`src/rtl/sac_pkg.sv`:
```
`timescale 1ns/1ps
package sac_pkg;
  localparam int ADDR_W = 12;
  localparam int DATA_W = 32;

  localparam logic [ADDR_W-1:0] OFS_COUNT = 12'h000;
  localparam logic [ADDR_W-1:0] OFS_MATCH = 12'h004;
  localparam logic [ADDR_W-1:0] OFS_LOAD  = 12'h008;
  localparam logic [ADDR_W-1:0] OFS_CTRL  = 12'h00C;
  localparam logic [ADDR_W-1:0] OFS_MASK  = 12'h010;
  localparam logic [ADDR_W-1:0] OFS_RAW   = 12'h014;
  localparam logic [ADDR_W-1:0] OFS_MSKD  = 12'h018;
  localparam logic [ADDR_W-1:0] OFS_CLR   = 12'h01C;

  // identification area: top 32 bytes of the window, one byte per word
  localparam logic [6:0] ID_AREA_TOP = 7'h7F;

  function automatic logic [7:0] id_byte(input logic [2:0] idx);
    case (idx)
      3'd0:    id_byte = 8'h31;
      3'd1:    id_byte = 8'h10;
      3'd2:    id_byte = 8'h14;
      3'd3:    id_byte = 8'h00;
      3'd4:    id_byte = 8'h0D;
      3'd5:    id_byte = 8'hF0;
      3'd6:    id_byte = 8'h05;
      default: id_byte = 8'hB1;
    endcase
  endfunction
endpackage

```
`src/rtl/sac_tick_gen.sv`:
```
`timescale 1ns/1ps
module sac_tick_gen #(
  parameter int TICK_DIV = 200_000_000
) (
  input  logic clk,
  input  logic rst_n,
  output logic tick_o
);
  localparam int PW = (TICK_DIV > 2) ? $clog2(TICK_DIV) : 1;
  localparam logic [PW-1:0] LAST = PW'(TICK_DIV - 1);

  logic [PW-1:0] div_q;

  always_ff @(posedge clk) begin
    if (!rst_n) begin
      div_q <= '0;
    end else if (div_q == LAST) begin
      div_q <= '0;
    end else begin
      div_q <= div_q + 1'b1;
    end
  end

  assign tick_o = (div_q == LAST);
endmodule

```
`src/rtl/sac_alarm_core.sv`:
```
`timescale 1ns/1ps
module sac_alarm_core
  import sac_pkg::*;
(
  input  logic              clk,
  input  logic              rst_n,
  input  logic              tick_i,
  input  logic              we_load_i,
  input  logic              we_match_i,
  input  logic              we_mask_i,
  input  logic              we_clear_i,
  input  logic [DATA_W-1:0] wdata_i,
  output logic [DATA_W-1:0] count_o,
  output logic [DATA_W-1:0] match_o,
  output logic [DATA_W-1:0] load_o,
  output logic              mask_o,
  output logic              raw_o
);
  logic [DATA_W-1:0] count_q, match_q, load_q;
  logic [DATA_W-1:0] count_d, match_d;
  logic              mask_q, raw_q;
  logic              eq_event;

  always_comb begin
    count_d = count_q;
    if (we_load_i)   count_d = wdata_i;
    else if (tick_i) count_d = count_q + 1'b1;
    match_d  = we_match_i ? wdata_i : match_q;
    // equality counts only when something moved the count or the match
    eq_event = (tick_i | we_load_i | we_match_i) && (count_d == match_d);
  end

  always_ff @(posedge clk) begin
    if (!rst_n) begin
      count_q <= '0;
      match_q <= '0;
      load_q  <= '0;
      mask_q  <= 1'b0;
      raw_q   <= 1'b0;
    end else begin
      count_q <= count_d;
      match_q <= match_d;
      if (we_load_i) load_q <= wdata_i;
      if (we_mask_i) mask_q <= wdata_i[0];
      // a fresh equality wins over a clear in the same cycle
      if (eq_event)        raw_q <= 1'b1;
      else if (we_clear_i) raw_q <= 1'b0;
    end
  end

  assign count_o = count_q;
  assign match_o = match_q;
  assign load_o  = load_q;
  assign mask_o  = mask_q;
  assign raw_o   = raw_q;
endmodule

```
`src/rtl/sac_read_mux.sv`:
```
`timescale 1ns/1ps
module sac_read_mux
  import sac_pkg::*;
(
  input  logic              clk,
  input  logic              rst_n,
  input  logic              rd_en_i,
  input  logic [ADDR_W-1:0] addr_i,
  input  logic [DATA_W-1:0] count_i,
  input  logic [DATA_W-1:0] match_i,
  input  logic [DATA_W-1:0] load_i,
  input  logic              mask_i,
  input  logic              raw_i,
  output logic [DATA_W-1:0] rdata_o
);
  logic [DATA_W-1:0] sel_val;
  logic              in_id_area;

  assign in_id_area = (addr_i[ADDR_W-1:5] == ID_AREA_TOP) && (addr_i[1:0] == 2'b00);

  always_comb begin
    sel_val = '0;
    if (in_id_area) begin
      sel_val = DATA_W'(id_byte(addr_i[4:2]));
    end else begin
      case (addr_i)
        OFS_COUNT: sel_val = count_i;
        OFS_MATCH: sel_val = match_i;
        OFS_LOAD:  sel_val = load_i;
        OFS_CTRL:  sel_val = DATA_W'(1);
        OFS_MASK:  sel_val = DATA_W'(mask_i);
        OFS_RAW:   sel_val = DATA_W'(raw_i);
        OFS_MSKD:  sel_val = DATA_W'(raw_i & mask_i);
        default:   sel_val = '0;
      endcase
    end
  end

  always_ff @(posedge clk) begin
    if (!rst_n) rdata_o <= '0;
    else        rdata_o <= rd_en_i ? sel_val : '0;
  end
endmodule

```
`src/rtl/sec_alarm_counter.sv`:
```
`timescale 1ns/1ps
module sec_alarm_counter
  import sac_pkg::*;
#(
  parameter int TICK_DIV = 200_000_000
) (
  input  logic              clk,
  input  logic              rst_n,
  input  logic              bus_sel,
  input  logic              bus_wr,
  input  logic [ADDR_W-1:0] bus_addr,
  input  logic [DATA_W-1:0] bus_wdata,
  output logic [DATA_W-1:0] bus_rdata,
  output logic              alarm_irq
);
  logic              tick;
  logic              wr_cyc, rd_cyc;
  logic              we_load, we_match, we_mask, we_clear;
  logic [DATA_W-1:0] count_w, match_w, load_w;
  logic              mask_w, raw_w;

  assign wr_cyc   = bus_sel & bus_wr;
  assign rd_cyc   = bus_sel & ~bus_wr;
  assign we_load  = wr_cyc & (bus_addr == OFS_LOAD);
  assign we_match = wr_cyc & (bus_addr == OFS_MATCH);
  assign we_mask  = wr_cyc & (bus_addr == OFS_MASK);
  assign we_clear = wr_cyc & (bus_addr == OFS_CLR);

  sac_tick_gen #(.TICK_DIV(TICK_DIV)) u_tick (
    .clk    (clk),
    .rst_n  (rst_n),
    .tick_o (tick)
  );

  sac_alarm_core u_core (
    .clk        (clk),
    .rst_n      (rst_n),
    .tick_i     (tick),
    .we_load_i  (we_load),
    .we_match_i (we_match),
    .we_mask_i  (we_mask),
    .we_clear_i (we_clear),
    .wdata_i    (bus_wdata),
    .count_o    (count_w),
    .match_o    (match_w),
    .load_o     (load_w),
    .mask_o     (mask_w),
    .raw_o      (raw_w)
  );

  sac_read_mux u_rmux (
    .clk     (clk),
    .rst_n   (rst_n),
    .rd_en_i (rd_cyc),
    .addr_i  (bus_addr),
    .count_i (count_w),
    .match_i (match_w),
    .load_i  (load_w),
    .mask_i  (mask_w),
    .raw_i   (raw_w),
    .rdata_o (bus_rdata)
  );

  assign alarm_irq = raw_w & mask_w;
endmodule

```
`config.mk`:
```
export PLATFORM = sky130hd
export DESIGN_NAME = sec_alarm_counter
export DESIGN_NICKNAME = d
export VERILOG_FILES = /design/src/rtl/sac_pkg.sv /design/src/rtl/sac_tick_gen.sv /design/src/rtl/sac_alarm_core.sv /design/src/rtl/sac_read_mux.sv /design/src/rtl/sec_alarm_counter.sv
export SDC_FILE = /design/constraint.sdc
export NUM_CORES = 1
export LEC_CHECK = 0
export BUFFER_PORTS_ARGS = -buffer_cell sky130_fd_sc_hd__buf_2
export CAP_MARGIN = 5
export CORE_MARGIN = 8
export CORE_UTILIZATION = 37
export DETAILED_ROUTE_END_ITERATION = 16
export GPL_TIMING_DRIVEN = 0
export HOLD_SLACK_MARGIN = 0.08
export PLACE_DENSITY = 0.56
export REMOVE_ABC_BUFFERS = 1
export SYNTH_ARGS = -nofsm -noshare
export SYNTH_HDL_FRONTEND = slang
export SYNTH_SLANG_ARGS = --single-unit
```
`constraint.sdc`:
```
create_clock -name clk -period 4.3 [get_ports clk]
set_input_delay 0.215 -clock clk [delete_from_list [all_inputs] [get_ports clk]]
set_output_delay 0.215 -clock clk [all_outputs]
set_load 0.005 [all_outputs]
```
### Word level (Yosys, flattened, before mapping)

Index checks and enable logic that the tools add are counted.

| word-level totals | value |
|---|---|
| flip-flop bits (word level) | 158 |
| input port bits | 48 |
| output and inout bits | 33 |
| logic and storage cells | 56 |

| cells by class | value |
|---|---|
| $add $sub $neg | 2 |
| eq/ne operators | 16 |
| mux-type cells | 8 |
| bitwise operators | 13 |
| reductions and logical operators | 9 |

Operators by type and width:

| cell | count |
|---|---|
| case mux 32 bit (7 select lines) | 1 |
| 2-to-1 mux 32 bit | 3 |
| case mux 8 bit (7 select lines) | 1 |
| == test 12 x 5 -> 1 bit, second input constant | 4 |
| adder 32 x 1 -> 32 bit, second input constant | 1 |
| == test 32 bit | 1 |
| adder 28 x 1 -> 28 bit, second input constant | 1 |
| == test 28 bit, second input constant | 1 |
| == test 12 x 4 -> 1 bit, second input constant | 2 |
| == test 12 x 3 -> 1 bit, second input constant | 1 |
| zero test 12 bit | 1 |
| == test 3 bit, second input constant | 3 |
| bitwise AND 1 bit | 8 |
| 2-to-1 mux 8 bit | 1 |
| == test 7 bit, second input constant | 1 |
| == test 3 x 2 -> 1 bit, second input constant | 2 |
| == test 3 x 1 -> 1 bit, second input constant | 1 |
| zero test 3 bit | 1 |
| inverter 1 bit | 3 |
| OR reduction 3 bit | 1 |
| logical AND 1 bit | 2 |
| zero test 2 bit | 1 |
| 2-to-1 mux 1 bit | 2 |
| bitwise OR 1 bit | 2 |
| other kinds (3) | 3 |

### Logic depth before layout (Yosys ltp)

| logic depth | value |
|---|---|
| depth in word-level cells | 6 |
| mapped depth | 13 |
| depth with buffers taken out | 10 |

### By module

From an unflattened synthesis, not the netlist that was laid out.

| second synthesis, totals | value |
|---|---|
| cell total of the unflattened synthesis | 1064 |
| area total of the unflattened synthesis | 9126.3 um^2 |

By module, submodules not included:

| module | times used | cells an instance | area an instance (um^2) | sequential area each (um^2) |
|---|---|---|---|---|
| sac_alarm_core | 1 | 698 | 5898.2 | 1961.9 |
| sac_read_mux | 1 | 185 | 1707.9 | 640.6 |
| sac_tick_gen | 1 | 167 | 1420.1 | 560.5 |
| sec_alarm_counter | 1 | 14 | 100.1 | 0.0 |

### Worst setup path after synthesis

OpenSTA, ideal clock, no wires.

| path | value |
|---|---|
| kind | reg2reg |
| start point | register u_core.count_q[7], in the netlist u_core.count_o[7] |
| end point | register u_core.raw_q, in the netlist u_core.raw_o |
| library setup time | 84 ps |
| arrival time | 3011 ps |
| data required time | 4216 ps |
| slack | 1205 ps |
| cell stages (with the launch flop) | 13 |
| buffers on the path | 3 |
| clock period less this slack | 3095 ps |
| cell sequence | dfxtp_1 buf_4 nand4_1 or4_1 buf_2 or4_4 buf_6 xor2_2 and2_4 o31a_1 a2111oi_2 nand4_1 o31ai_2 |

| between the ends | value |
|---|---|
| longest elaborated chain between the ends | 6 |
| elaborated cells on any way between the ends | 7 |
| those cells by class | 1 x add/sub; 1 x eq/ne; 3 x mux; 2 x reduce/logical |

Ends and longest elaborated chain:

| item | line | RTL |
|---|---|---|
| start, declared | sac_alarm_core.sv:19 | `logic [DATA_W-1:0] count_q, match_q, load_q;` |
| start signal, assigned | sac_alarm_core.sv:41 | `count_q <= count_d;` |
| adder 32 x 1 -> 32 bit | sac_alarm_core.sv:27 | `else if (tick_i) count_d = count_q + 1'b1;` |
| 2-to-1 mux 32 bit * | sac_alarm_core.sv:27 |  |
| 2-to-1 mux 32 bit * | sac_alarm_core.sv:26 | `if (we_load_i) count_d = wdata_i;` |
| == test 32 bit * | sac_alarm_core.sv:30 | `eq_event = (tick_i \| we_load_i \| we_match_i) && (count_d == match_d);` |
| logical AND 1 bit * | sac_alarm_core.sv:30 |  |
| 2-to-1 mux 1 bit / nonzero test 2 bit (equally long branches) | n/a |  |
| end signal, assigned | sac_alarm_core.sv:39 | `raw_q <= 1'b0;` |
| end signal, assigned | sac_alarm_core.sv:46 | `if (eq_event) raw_q <= 1'b1;` |
| end signal, assigned | sac_alarm_core.sv:47 | `else if (we_clear_i) raw_q <= 1'b0;` |
| end, declared | sac_alarm_core.sv:21 | `logic mask_q, raw_q;` |

Every way passes the cells marked *; elsewhere a longest branch is shown, timed or not.
A chain may end at the register's enable or synchronous reset.

### Worst setup path in the final report

| path | value |
|---|---|
| start point | input port bus_addr[3] |
| end point | register u_core.raw_q, in the netlist u_core.raw_o |

| between the ends | value |
|---|---|
| longest elaborated chain between the ends | 6 |
| elaborated cells on any way between the ends | 14 |
| those cells by class | 4 x eq/ne; 3 x mux; 5 x bitwise; 2 x reduce/logical |

Ends and longest elaborated chain:

| item | line | RTL |
|---|---|---|
| start, declared | sec_alarm_counter.sv:11 | `input logic [ADDR_W-1:0] bus_addr,` |
| == test 12 x 4 -> 1 bit / == test 12 x 3 -> 1 bit (equally long branches) | sec_alarm_counter.sv:24, sec_alarm_counter.sv:25 |  |
| bitwise AND 1 bit, on equally long branches | sec_alarm_counter.sv:24, sec_alarm_counter.sv:25 |  |
| 2-to-1 mux 32 bit, or another cell as far along | sac_alarm_core.sv:26 |  |
| == test 32 bit / bitwise OR 1 bit (equally long branches) | sac_alarm_core.sv:30 |  |
| logical AND 1 bit | sac_alarm_core.sv:30 |  |
| 2-to-1 mux 1 bit / nonzero test 2 bit (equally long branches) | n/a |  |

Several ways; a longest one is shown, not always the timed one.

==> results.txt <==
The flow ran to the end, and the final reports show no timing, DRC or antenna violations. The setup slack of the critical path after layout came out at 235.1 ps. The fraction of met1 tracks used by global routing came out at 25.28%.

The layout overhead on the synthesized area is 18.79%. The actual transition at the worst max-transition pin came out at 1144 ps. The filler cell count in the final layout is 2409.

The sequential cell area fraction in the yosys report came out at 35.79%. The number of max-slew violations in the final report is 0. The average vias per placed instance came out at 5.577.

Once detailed placement completed, the half-perimeter wirelength came to 19.74 mm. nand2_1 is the most common cell in the netlist. The area enclosed by the die boundary is 29090 µm². The final instance area came out at 10500 µm².

By area the synthesized netlist is led by dfxtp_1 36%, nand2_1 7.5%, a21oi_1 6.8%. The detailed router's first-iteration violation count is 635. The final weighted congestion in routability-driven placement came out at 0.8594. The setup violation total in the final timing report came out at 0. The worst hold path belongs to the class input pin to flop. The initial cell density of the core came out at 37.65%. The slack of the worst reg-to-reg path is 300 ps.

The largest net degree at the start of global routing is 51. The post-detailed-route count of antenna-violating nets came out at 0. The final layout contains 1266 nets.

The met3 track utilization from global routing is 4.494%. Summed over all cells, the static leakage comes to 3.852 nW. The post-synthesis average cell area came out at 7.671 µm².

The register bit total from synthesis came out at 158. The layer with the highest usage is met2. After synthesis, the netlist uses 77 different library cells. The first-pass GRT wire length is 45.66 mm. The CTS sink count is 158. The required time of the worst setup path came out at 4650 ps. The timing-limited maximum frequency is 246.0 MHz.

The number of maximum-capacitance violations came out at 0. The setup path with the least slack is of type input pin to flop. The detailed-routing iteration count for the pre-antenna-repair pass is 5. In this run the tool buffered the top-level ports with 80 buffer cells. The remaining routing DRC violations came out at 0. Global routing finished with a remaining overflow of 0. The count of final hold-check violations came out at 0.

The cell sitting at the root of the clock tree is a clkbuf_16. The floorplan step set the die width to 170.5 µm. The buffer levels on the longest clock path came out at 2. The wire length per cell came out at 18.95 µm. The area share of the largest cell type after synthesis is 35.79%. The CTS H-tree depth came out at 4. The clock reaches the later pin of the worst-skew pair after 430 ps. After layout, the worst path uses 94.53% of the clock period. The main flop type after synthesis is dfxtp_1. The number of global-route vias before repair came out at 8079. The routed design has 29.36 mm of wire.

The initial antenna violation count was 1. From bottom edge to top edge, the die measures 170.5 µm. The number of buffers inserted during clock tree synthesis came out at 17. The arrival time of data at the critical path endpoint is 4410 ps.

For this run, asynchronously set or reset flops after synthesis account for 0%. Setup repair after global routing left no endpoint under its margin. The cell area after technology mapping came out at 8837 µm². The number of standard cells after synthesis is 1152. The minimum setup slack after placement is -340.0 ps. The total power after layout came out at 3.355 mW. The worst clock skew came out at 12.26 ps.

The critical path goes through buf_2, nand4b_1, or4_1, a21oi_1, a31oi_1, o211ai_1, or4b_1, nor4_1, nand4_1, o31ai_2. The biggest fanout along the worst timing path came out at 42. The number of cells in the design after placement is 1485. STA classifies the critical path startpoint as an input pin. TritonCTS built the clock tree. The total core area is 23470 µm².

Yosys printed 0 warnings. The post-layout instance count excluding filler cells came out at 1549. Headroom to the max-slew limit came out at 23.42%. The highest cell delay on the worst timing path is 1080 ps. The worst setup path is captured at a flop. The total via count in the routed design is 8638.

The maximum vdd drop is 0.2097 mV. The cell type with the highest aggregate area in the netlist is dfxtp_1. Among all stages on the critical path, the largest delay is contributed by or4_1. For met2 alone, demand over resource in global routing was 33.12%.

In this run the count of I/O pins placed on the die edge is 81. The cell area after placement is 9524 µm². Global routing used 20.11% of the available tracks. The placement row count is 56. In the final layout, the share of cells above drive strength 1 is 12.77%.

By count the netlist is led by 176 x nand2_1, 159 x nor2_1, 158 x dfxtp_1. The final critical-path required period came out at 4065 ps. In this run the power density over the cells is 319.6 nW/µm². Clock-pin slew was measured on the worst setup and hold paths at 70 ps. The number of synthesized flops with an enable pin came out at 0.
timing repair:
action | 4_1_cts | 5_1_grt
pin swaps | 1 | 0
endpoints found under the setup margin | 1 | 1
gates cloned | 1 | 0
resized for setup | 0 | 2
endpoints found under the hold margin | 39 | 0
setup buffers | 3 | 0
hold buffers | 27 | 0
final timing paths:
| path | cells past startpoint | endpoint | startpoint |
|---|---|---|---|
| max | 10 | u_core.raw_o | bus_addr[3] |
| max reg2reg | 9 | u_core.raw_o | u_tick.div_q[19] |
| min reg2reg | 2 | u_core.load_o[12] | u_core.load_o[12] |
| min | 3 | u_core.load_o[30] | bus_wdata[30] |
kinds of logic after synthesis:
kind of cell | count (synthesis) | synth area share, %
buffers and inverters | 97 | 4.347
DFF | 158 | 35.79
and+or+nand+nor | 526 | 28.44
muxes | 42 | 4.814
xor gates and xnor gates | 74 | 8.198
adders and majority gates | 2 | 0.2831
AOI/OAI and AO/OA | 253 | 18.12
metal layers:
metal  vias up  wire [µm]  share of wire (%)
met5         -          0                  0
met4         0        820                2.8
met3        54       2005                6.8
met2       298      13810                 47
met1      4059      12720                 43
li1       4227          -                  -
critical path: cells and delay by family:
| family | cells | cell delay (ps) |
|---|---|---|
| AND/OR/NAND/NOR | 5 | 2710 |
| buffers and inverters | 1 | 740 |
| AO/OA/AOI/OAI | 4 | 710 |
cells in the final DEF (no fill, tap or decap), types with 6 or more instances in the layout:
cell type and n:
buf_4 9, nand2_1 176, and3_1 17, nand4_1 26, nand2b_1 6, nor4_1 23
o21ai_0 23, nand3_1 31, a211o_1 8, inv_1 16, dlygate4sd3_1 27, xnor2_1 41
or3_1 8, nor2_1 158, and4_1 11, o211ai_1 11, or4_1 7, or2_2 6
xor2_1 27, clkbuf_16 17, and2_1 15, a21oi_1 120, buf_2 80, mux2i_1 38
nor3_1 13, dfxtp_1 158, a211oi_1 23, o22ai_1 9
final cells by class:
type	count	area [µm²]	area share, %
clock buffer	20	456.7	4.350
timing repair buffer	124	867.1	8.260
sequential	158	3163	30.13
tap	319	399.1	3.802
multi-input combinational	898	5335	50.82
inverter	17	66.31	0.6317
antenna	1	2.502	0.02384
clock inverter	12	207.7	1.979
sequential cells by signal, indices dropped and copies added, names as in the netlist:
signal,flops
u_core.count_o,32
u_core.load_o,32
u_core.match_o,32
u_rmux.rdata_o,32
u_tick.div_q,28
u_core.mask_o,1
u_core.raw_o,1
report_power, final:
group	switching [mW]	total, mW	internal (mW)	leakage (nW)
clock network	0.662	1.73	1.07	0.313
registers	0.00266	1.47	1.47	1.27
logic	0.0989	0.157	0.0581	2.27
total	0.763	3.35	2.59	3.85
metrics by stage:
step	setup TNS, ps	utilization (%)	hold WS, ps
4_1_cts	0	44.68	83.58
2_1_floorplan	-1083	-	336.7
5_1_grt	0	44.72	85.20
3_5_place_dp	-340.0	40.58	445.5
3_3_place_gp	-120680	39.69	437.8
6_report	0	44.72	98.24
Power figures use the tool's default switching activity.
